### src/rtl/lapwm_pkg.sv
package lapwm_pkg;
  localparam int AW = 3;
  localparam int DW = 8;

  localparam logic [AW-1:0] A_CTRL = 3'd0;
  localparam logic [AW-1:0] A_SCLA = 3'd1;
  localparam logic [AW-1:0] A_SCLB = 3'd2;
  localparam logic [AW-1:0] A_PER  = 3'd3;
  localparam logic [AW-1:0] A_DUTY = 3'd4;
  localparam logic [AW-1:0] A_CNT  = 3'd5;
  localparam logic [AW-1:0] A_TEST = 3'd6;

  localparam logic [DW-1:0] PER_RST  = 8'hFF;
  localparam logic [DW-1:0] DUTY_RST = 8'h80;

  typedef struct packed {
    logic sel_b;
    logic freeze;
    logic enable;
  } ctrl_t;

  typedef struct packed {
    logic no_clr;
    logic no_per;
    logic no_load;
  } tst_t;
endpackage

### src/rtl/lapwm_prescale.sv
module lapwm_prescale #(
  parameter int DIV = 2
) (
  input  logic clk,
  input  logic rst_n,
  input  logic run,
  output logic pulse
);
  localparam int CW = (DIV > 1) ? $clog2(DIV) : 1;
  localparam logic [CW-1:0] LAST = CW'(DIV - 1);

  logic [CW-1:0] cnt_q, cnt_d;

  always_comb begin
    pulse = run && (cnt_q == LAST);
    cnt_d = cnt_q;
    if (run) cnt_d = (cnt_q == LAST) ? '0 : cnt_q + CW'(1);
  end

  always_ff @(posedge clk or negedge rst_n) begin
    if (!rst_n) cnt_q <= '0;
    else        cnt_q <= cnt_d;
  end
endmodule

### src/rtl/lapwm_scaler.sv
module lapwm_scaler #(
  parameter int W = 8
) (
  input  logic         clk,
  input  logic         rst_n,
  input  logic         step,
  input  logic         load,
  input  logic [W-1:0] load_val,
  input  logic [W-1:0] reload_val,
  output logic         tick,
  output logic [W-1:0] count_o
);
  logic [W-1:0] sc_q, sc_d;

  always_comb begin
    tick = step && (sc_q == W'(1));
    sc_d = sc_q;
    if (load)      sc_d = load_val;
    else if (step) sc_d = tick ? reload_val : sc_q - W'(1);
  end

  always_ff @(posedge clk or negedge rst_n) begin
    if (!rst_n) sc_q <= '0;
    else        sc_q <= sc_d;
  end

  assign count_o = sc_q;
endmodule

### src/rtl/lapwm_counter.sv
module lapwm_counter #(
  parameter int W = 8
) (
  input  logic         clk,
  input  logic         rst_n,
  input  logic         step,
  input  logic         clr,
  input  logic         no_per,
  input  logic [W-1:0] period,
  input  logic [W-1:0] duty,
  output logic [W-1:0] cnt_o,
  output logic         pwm_o
);
  logic [W-1:0] cnt_q, cnt_d;
  logic         pwm_q, pwm_d;

  always_comb begin
    cnt_d = cnt_q;
    if (clr)       cnt_d = '0;
    else if (step) cnt_d = (cnt_q == period && !no_per) ? '0 : cnt_q + W'(1);
    if (cnt_d == duty)    pwm_d = 1'b0;
    else if (cnt_d == '0) pwm_d = 1'b1;
    else                  pwm_d = pwm_q;
  end

  always_ff @(posedge clk or negedge rst_n) begin
    if (!rst_n) begin
      cnt_q <= '0;
      pwm_q <= 1'b0;
    end else begin
      cnt_q <= cnt_d;
      pwm_q <= pwm_d;
    end
  end

  assign cnt_o = cnt_q;
  assign pwm_o = pwm_q;
endmodule

### src/rtl/lapwm_testreg.sv
module lapwm_testreg (
  input  logic          clk,
  input  logic          rst_n,
  input  logic          special,
  input  logic          wr,
  input  logic [2:0]    wbits,
  output lapwm_pkg::tst_t eff_o
);
  import lapwm_pkg::*;
  tst_t tst_q, tst_d;

  always_comb begin
    tst_d = tst_q;
    if (!special) tst_d = '0;
    else if (wr)  tst_d = tst_t'(wbits);
  end

  always_ff @(posedge clk or negedge rst_n) begin
    if (!rst_n) tst_q <= '0;
    else        tst_q <= tst_d;
  end

  assign eff_o = special ? tst_q : '0;
endmodule

### src/rtl/lapwm_channel.sv
module lapwm_channel #(
  parameter int PRE_DIV = 2
) (
  input  logic       clk,
  input  logic       rst_n,
  input  logic       special_i,
  input  logic       halt_i,
  input  logic       wr_en_i,
  input  logic [2:0] addr_i,
  input  logic [7:0] wdata_i,
  output logic [7:0] rdata_o,
  output logic       pwm_o
);
  import lapwm_pkg::*;
  localparam int NSC = 2;

  ctrl_t        ctrl_q, ctrl_d;
  logic [DW-1:0] per_q, per_d, duty_q, duty_d;
  logic [DW-1:0] scl_q [NSC];
  logic [DW-1:0] scl_d [NSC];
  logic [DW-1:0] sc_cnt [NSC];
  logic [NSC-1:0] sc_tick;
  logic [DW-1:0] cnt_q;
  tst_t          tst;
  logic          run, pre_pulse, chan_step, cnt_clr;

  assign run       = ctrl_q.enable && !(ctrl_q.freeze && halt_i);
  assign chan_step = ctrl_q.sel_b ? sc_tick[1] : sc_tick[0];
  assign cnt_clr   = wr_en_i && addr_i == A_CNT && !tst.no_clr;

  always_comb begin
    ctrl_d = ctrl_q;
    per_d  = per_q;
    duty_d = duty_q;
    if (wr_en_i && addr_i == A_CTRL) ctrl_d = ctrl_t'(wdata_i[2:0]);
    if (wr_en_i && addr_i == A_PER)  per_d  = wdata_i;
    if (wr_en_i && addr_i == A_DUTY) duty_d = wdata_i;
  end

  always_ff @(posedge clk or negedge rst_n) begin
    if (!rst_n) begin
      ctrl_q <= '0;
      per_q  <= PER_RST;
      duty_q <= DUTY_RST;
    end else begin
      ctrl_q <= ctrl_d;
      per_q  <= per_d;
      duty_q <= duty_d;
    end
  end

  lapwm_prescale #(.DIV(PRE_DIV)) u_pre (
    .clk(clk), .rst_n(rst_n), .run(run), .pulse(pre_pulse)
  );

  for (genvar g = 0; g < NSC; g++) begin : g_scl
    localparam logic [AW-1:0] MY_ADDR = A_SCLA + AW'(g);
    logic wr_me;
    assign wr_me = wr_en_i && addr_i == MY_ADDR;

    always_comb begin
      scl_d[g] = scl_q[g];
      if (wr_me) scl_d[g] = wdata_i;
    end

    always_ff @(posedge clk or negedge rst_n) begin
      if (!rst_n) scl_q[g] <= '0;
      else        scl_q[g] <= scl_d[g];
    end

    lapwm_scaler #(.W(DW)) u_sc (
      .clk(clk), .rst_n(rst_n), .step(pre_pulse),
      .load(wr_me && !tst.no_load), .load_val(wdata_i),
      .reload_val(scl_q[g]), .tick(sc_tick[g]), .count_o(sc_cnt[g])
    );
  end

  lapwm_counter #(.W(DW)) u_cnt (
    .clk(clk), .rst_n(rst_n), .step(chan_step), .clr(cnt_clr),
    .no_per(tst.no_per), .period(per_q), .duty(duty_q),
    .cnt_o(cnt_q), .pwm_o(pwm_o)
  );

  lapwm_testreg u_tst (
    .clk(clk), .rst_n(rst_n), .special(special_i),
    .wr(wr_en_i && addr_i == A_TEST), .wbits(wdata_i[7:5]), .eff_o(tst)
  );

  always_comb begin
    unique case (addr_i)
      A_CTRL:  rdata_o = {5'b0, ctrl_q};
      A_SCLA:  rdata_o = scl_q[0];
      A_SCLB:  rdata_o = scl_q[1];
      A_PER:   rdata_o = per_q;
      A_DUTY:  rdata_o = duty_q;
      A_CNT:   rdata_o = cnt_q;
      A_TEST:  rdata_o = {tst, 5'b0};
      default: rdata_o = '0;
    endcase
  end
endmodule

### config.mk
export PLATFORM = sky130hd
export DESIGN_NAME = lapwm_channel
export DESIGN_NICKNAME = d
export VERILOG_FILES = /design/src/rtl/lapwm_pkg.sv /design/src/rtl/lapwm_prescale.sv /design/src/rtl/lapwm_scaler.sv /design/src/rtl/lapwm_counter.sv /design/src/rtl/lapwm_testreg.sv /design/src/rtl/lapwm_channel.sv
export SDC_FILE = /design/constraint.sdc
export NUM_CORES = 1
export LEC_CHECK = 0
export BUFFER_PORTS_ARGS = -buffer_cell sky130_fd_sc_hd__buf_2
export CORE_ASPECT_RATIO = 0.5
export CORE_MARGIN = 8
export CORE_UTILIZATION = 50
export CTS_BUF_LIST = sky130_fd_sc_hd__clkbuf_8 sky130_fd_sc_hd__clkbuf_16
export DETAILED_ROUTE_END_ITERATION = 6
export PLACE_DENSITY = 0.79
export SLEW_MARGIN = 20
export SYNTH_ARGS = -nofsm -noshare
export SYNTH_HDL_FRONTEND = slang
export SYNTH_SLANG_ARGS = --single-unit
### constraint.sdc
create_clock -name clk -period 3.45 [get_ports clk]
set_input_delay 0.1725 -clock clk [delete_from_list [all_inputs] [get_ports clk]]
set_output_delay 0.1725 -clock clk [all_outputs]
set_load 0.02 [all_outputs]
==> flow_summary.yaml, run 1 <==
cts:
  clkSinkCount: 64
  cts_tree: "built"
  clock_latency_ns: 0.33
  htree_levels: 3
  cts_resized: 0
  cts_buffers: 9
  cts_buffer_depth: 2
  clockRootBuffer: "clkbuf_16"
  clkSlewWorstSetupHoldPaths_ns: 0.06
final_layout:
  num-fill-cells: 662
  final_common_cell: "dfrtp_1"
  layout.cells.non_filler: 557
  diodes: 0
  drive_gt1_frac: 0.245
  fin_util: 0.571
  fin_nets: 461
  final_area_um2: 4470
  seq_area_um2: 1610
  multi_input_area_um2: 2180
  area_growth_pct: 13.7
  final_cell_mix: "dfrtp_1 (55), nand2_1 (41), mux2_2 (40)"
grt:
  antenna_found_initial: 0
  overflow: 0
  grt_max_degree: 51
  grt_pass1_wl_um: 16800
  top_usage_layer: "met2"
  grt_usage: 0.192
  met2_usage: 0.308
  grt_pass1_vias: 3113
  grtUsageMet3: 0.0484
  met1_usage: 0.249
worst_setup_path:
  critPathCaptureType: "flip-flop"
  critPathBufInv: 0
  crit_type: "flip-flop to flip-flop"
  cpMostUsedCell: "or4_4"
  crit_fanout: 5
  arrival_ns: 3.38
  startpoint: "g_scl[0].u_sc.count_o[3]"
  cp_cell_sequence: "or4_4, or4_4, a211oi_1, mux2_2, o31ai_1, a21oi_1, o41a_1, a41oi_1"
  crit_slowest_cell: "or4_4"
  critPathLaunchType: "flip-flop"
  rr_startpoint: "g_scl[0].u_sc.count_o[3]"
  cpPeakStageDelay_ns: 0.55
  crit_family: "compound AO/OA/AOI/OAI gates"
  required_ns: 3.70
drt:
  drtAntennaViolNets: 0
  vias: 3411
  routed_wirelength_um: 10600
  wire_per_inst_um: 19.0
  drc_errors: 0
  viasPerCell: 6.12
  first_pass_iters: 5
  drt_iter0_drc: 360
placed_design:
  placed_cells: 540
  placed_area_um2: 4160
  dp_slack_ns: 0.374
  dp_hpwl_um: 7120
  gp_congestion: 0.918
  port-buffer-count: 24
synthesis:
  synth_edf_count: 0
  synth_top_area_cell: "dfrtp_1"
  ys_warn_count: 0
  synth_area_leaders: "dfrtp_1 (35%), mux2_2 (11%), dfstp_2 (6.0%)"
  synth_fp_nets: 437
  synth.avg_cell_area_um2: 9.46
  synthFlopType: "dfrtp_1"
  ys_ff_latch: 64
  async_reset_ff_frac: 1.00
  ys_seq_area_frac: 0.410
  synth_top_area_share: 0.350
  syn_area_um2: 3940
  yosysUniqueCellTypes: 55
  netlist_instances: 416
hold_path:
  worst_hold_path_type: "primary input to flip-flop"
  worstHoldStart: "special_i"
timing:
  tightest_slew_ns: 0.745
  period_share: 0.907
  slew_violations: 0
  setup_viol: 0
  fin_crit_ns: 3.13
  final.setup.worst_slack_ns: 0.320
  hold_viol: 0
  max_freq_mhz: 319
  skew_ns: 0.00608
  setup_tns_ns: 0
  max-slew-margin-rel: 0.502
  grt_setup_unrepaired: "no"
floorplan:
  coreArea_um2: 7830
  rows: 23
  initial_core_util: 0.503
  io_pins: 25
  die_h_um: 78.7
  dieArea_um2: 11100
  die_x_um: 141
status:
  outcome: "completed"
job:
  drv_cap: 0
pwr:
  vdd_drop_max_uv: 299
  power.leakage_nw: 1.81
  powerDensity_nw_per_um2: 649
-- worst reg2reg max path, cell delays in order (launching register included) --
cell      delay [ns]
dfrtp_1         0.43
or4_4           0.55
or4_4           0.54
a211oi_1        0.37
mux2_2          0.39
o31ai_1         0.21
a21oi_1         0.11
o41a_1          0.31
a41oi_1         0.15
-- area by class of cell --
cell class | count | share of cell area
Tap cell | 112 | 0.0313
Timing Repair Buffer | 34 | 0.0448
Sequential cell | 64 | 0.361
Multi-Input combinational cell | 319 | 0.486
Clock buffer | 10 | 0.0534
Clock inverter | 6 | 0.0134
Inverter | 12 | 0.0101
-- through the flow --
step           power, mW  hold WS (ns)
2_1_floorplan       1.71        -0.123
3_3_place_gp        1.93         0.436
3_5_place_dp        1.97         0.447
4_1_cts             2.89         0.110
5_1_grt             3.05         0.169
6_report            2.90         0.164
-- where the power goes --
part	switching [mW]	total, mW	internal, mW
registers	0.242	1.20	0.962
logic	0.423	0.791	0.368
clock network	0.333	0.907	0.574
-- Yosys cell counts, types with 5 or more instances --
master    instances
dfrtp_1          55
nand2_1          41
mux2_2           40
nor2_1           30
a21oi_1          26
o21ai_0          24
clkbuf_1         15
xnor2_1          15
nand3_1          13
a211oi_1         12
inv_1            12
nor2b_1          10
dfstp_2           9
nand2b_1          9
o22ai_1           8
mux2i_1           7
nor3_1            7
xor2_1            7
a32oi_1           6
a22oi_1           5
ha_1              5
o31ai_1           5
or3_1             5
-- kinds of logic after synthesis --
logic type / after synthesis / share of synthesized area
xor gates and xnor gates: 22 / 0.0490
AOI/OAI and AO/OA: 106 / 0.177
and+or+nand+nor: 139 / 0.178
buffers and inverters: 33 / 0.0372
muxes: 47 / 0.132
DFF: 64 / 0.410
adders and majority gates: 5 / 0.0159
-- sequential cells by signal, summed over array words and instances (netlist names) --
signal,count
u_cnt.pwm_o,1
per_q,8
u_pre.cnt_q,1
u_cnt.cnt_o,8
duty_q,8
scl_q,16
ctrl_q,3
u_tst.tst_q,3
g_scl.u_sc.count_o,16
-- path summary, 6_finish.rpt --
kind                                       endpoint  slack [ns]  depth (start not counted)
setup reg to reg                        u_cnt.pwm_o        0.32                          8
setup / recovery                        u_cnt.pwm_o        0.32                          8
hold / removal                       u_tst.tst_q[0]        0.16                          2
min in group asynchronous  g_scl[0].u_sc.count_o[7]        0.43                          2
hold reg to reg                         u_pre.cnt_q        0.51                          1
max in group asynchronous                 ctrl_q[0]        2.37                          3
-- repair_timing --
action                                 4_1_cts  5_1_grt
hold buffers                                 0        1
endpoints found under the hold margin        0       40
setup buffers                                0        0
-- layer usage --
metal,vias to the layer above,share of wire
met5,-,0
met4,0,0.022
met3,27,0.063
met2,143,0.47
met1,1670,0.44
li1,1571,-
Note: power is estimated with default switching activity, not from simulation.
==> inputs of run 2 (changes only) <==
--- a/config.mk
+++ b/config.mk
@@ -13,4 +13,5 @@
 export DETAILED_ROUTE_END_ITERATION = 6
 export PLACE_DENSITY = 0.79
+export RECOVER_POWER = 50
 export SLEW_MARGIN = 20
 export SYNTH_ARGS = -nofsm -noshare
==> constraint.sdc (replaced) <==
create_clock -name clk -period 3.45 [get_ports clk]
set_input_delay 0.5175 -clock clk [delete_from_list [all_inputs] [get_ports clk]]
set_output_delay 0.5175 -clock clk [all_outputs]
set_load 0.02 [all_outputs]
==> run 2 against run 1 <==
The run now ends with max-capacitance violations, max-slew violations left. Routed wire length shrank 0.34%. First-iteration DRC count grew 7.2%. Sequential share of layout area shrank 0.060 points. Global-route usage shrank 0.27 points. Core utilization grew 0.096 points. Hold slack gained 0.34 ns. Sequential cell count is the same. Non-clock buffer count grew 2. Register-to-register slack lost 0.03 ns. Critical path depth is the same. Power grew 0.28%. Largest power group unchanged.
==> flow_summary.yaml, run 2 (synthesis gave the netlist of run 1 again) <==
status:
  outcome: "finished, violations left"
  failed_checks: "max-capacitance violations, max-slew violations"
cts:
  postCtsSetupBuffers: 0
  cts_buffer_depth: 2
  cts_tree: "built"
  clkSlewWorstSetupHoldPaths_ns: 0.06
  htree_levels: 3
  cts_buffers: 9
  clkSinkCount: 64
  cts_resized: 0
  clockRootBuffer: "clkbuf_16"
  clock_latency_ns: 0.33
  cts_hold_buf: 0
final_layout:
  final_common_cell: "dfrtp_1"
  num-fill-cells: 676
  final_area_um2: 4480
  area_growth_pct: 13.9
  fin_nets: 463
  final_cell_mix: "dfrtp_1 (55), nand2_1 (41), mux2_2 (40)"
  diodes: 0
  fin_util: 0.572
  drive_gt1_frac: 0.244
timing:
  setup_tns_ns: 0
  skew_ns: 0.00492
  grt_setup_unrepaired: "no"
  fin_crit_ns: 3.16
  max_freq_mhz: 317
  setup_viol: 0
  hold_viol: 0
  worst_hold_slack_ns: 0.503
  period_share: 0.915
  tightest_slew_ns: 1.61
  slew_violations: 31
  max-slew-margin-rel: -0.0708
drt:
  routed_wirelength_um: 10500
  wire_per_inst_um: 18.8
  viasPerCell: 6.08
  drtAntennaViolNets: 0
  drc_errors: 0
  first_pass_iters: 5
  vias: 3396
  drt_iter0_drc: 386
floorplan:
  io_pins: 25
  die_h_um: 78.7
  dieArea_um2: 11100
  die_x_um: 141
  rows: 23
  initial_core_util: 0.503
  coreArea_um2: 7830
grt:
  antenna_found_initial: 0
  grt_pass1_vias: 3215
  overflow: 0
  grt_usage: 0.189
  grt_max_degree: 36
  grt_pass1_wl_um: 16700
worst_setup_path:
  endpoint: "u_cnt.pwm_o"
  required_ns: 3.65
  arrival_ns: 3.36
  rr_startpoint: "g_scl[0].u_sc.count_o[2]"
  startpoint: "g_scl[0].u_sc.count_o[2]"
  crit_fanout: 8
  critPathCaptureType: "flip-flop"
  critPathLaunchType: "flip-flop"
  rr_endpoint: "u_cnt.pwm_o"
  crit_type: "flip-flop to flip-flop"
  reg2reg_depth: 8
  rrSetupSlack_ns: 0.29
pwr:
  power.total_mw: 2.91
  vdd_drop_max_uv: 285
  power.leakage_nw: 1.81
  powerDensity_nw_per_um2: 650
hold_path:
  worst_hold_path_type: "flip-flop to flip-flop"
placed_design:
  dp_hpwl_um: 7400
  gp_congestion: 0.915
  port-buffer-count: 24
  placed_area_um2: 4180
job:
  drv_cap: 1
-- run 2: worst min path at each step --
stage,startpoint,end,cells past startpoint
2_1_floorplan,rst_n,ctrl_q[0],0
3_3_place_gp,per_q[1],per_q[1],2
3_5_place_dp,per_q[1],per_q[1],2
4_1_cts,rst_n,g_scl[0].u_sc.count_o[7],1
5_1_grt,wdata_i[1],scl_q[9],2
6_report,per_q[1],per_q[1],2
-- run 2: through the flow --
step / setup slack (ns) / std cells
floorplan: 0.535 / 416
detailed placement: 0.396 / 543
global route: 0.133 / 559
global placement: 0.401 / 543
CTS: 0.326 / 559
finish: 0.292 / 559
-- run 2: metal layers --
metal	part of all wire	GRT usage	vias up
met5	0	0	-
met4	0.025	0.0701	0
met3	0.061	0.0371	28
met2	0.48	0.311	146
met1	0.44	0.246	1645
li1	-	-	1577
-- run 2: layout make-up --
type,count,area (um2),area share
timing repair buffer,36,200,0.0447
inverter,12,45.0,0.0101
clock inverter,6,67.6,0.0151
clock buffer,10,239,0.0533
multi-input combinational,319,2180,0.486
sequential,64,1610,0.360
tap,112,140,0.0313
-- run 2: critical path, stage by stage (launching register included) --
cell and delay, ns:
dfrtp_1 0.43, or4_4 0.53, or4_4 0.54, a21oi_2 0.39, a21oi_1 0.10, a2111oi_1 0.37, o311ai_1 0.21, nor4_1 0.31
a41oi_1 0.14
-- run 2: power breakdown --
part	internal, mW	switching [mW]
clock	0.581	0.344
combinational	0.368	0.420
sequential	0.962	0.237
total	1.91	1.00
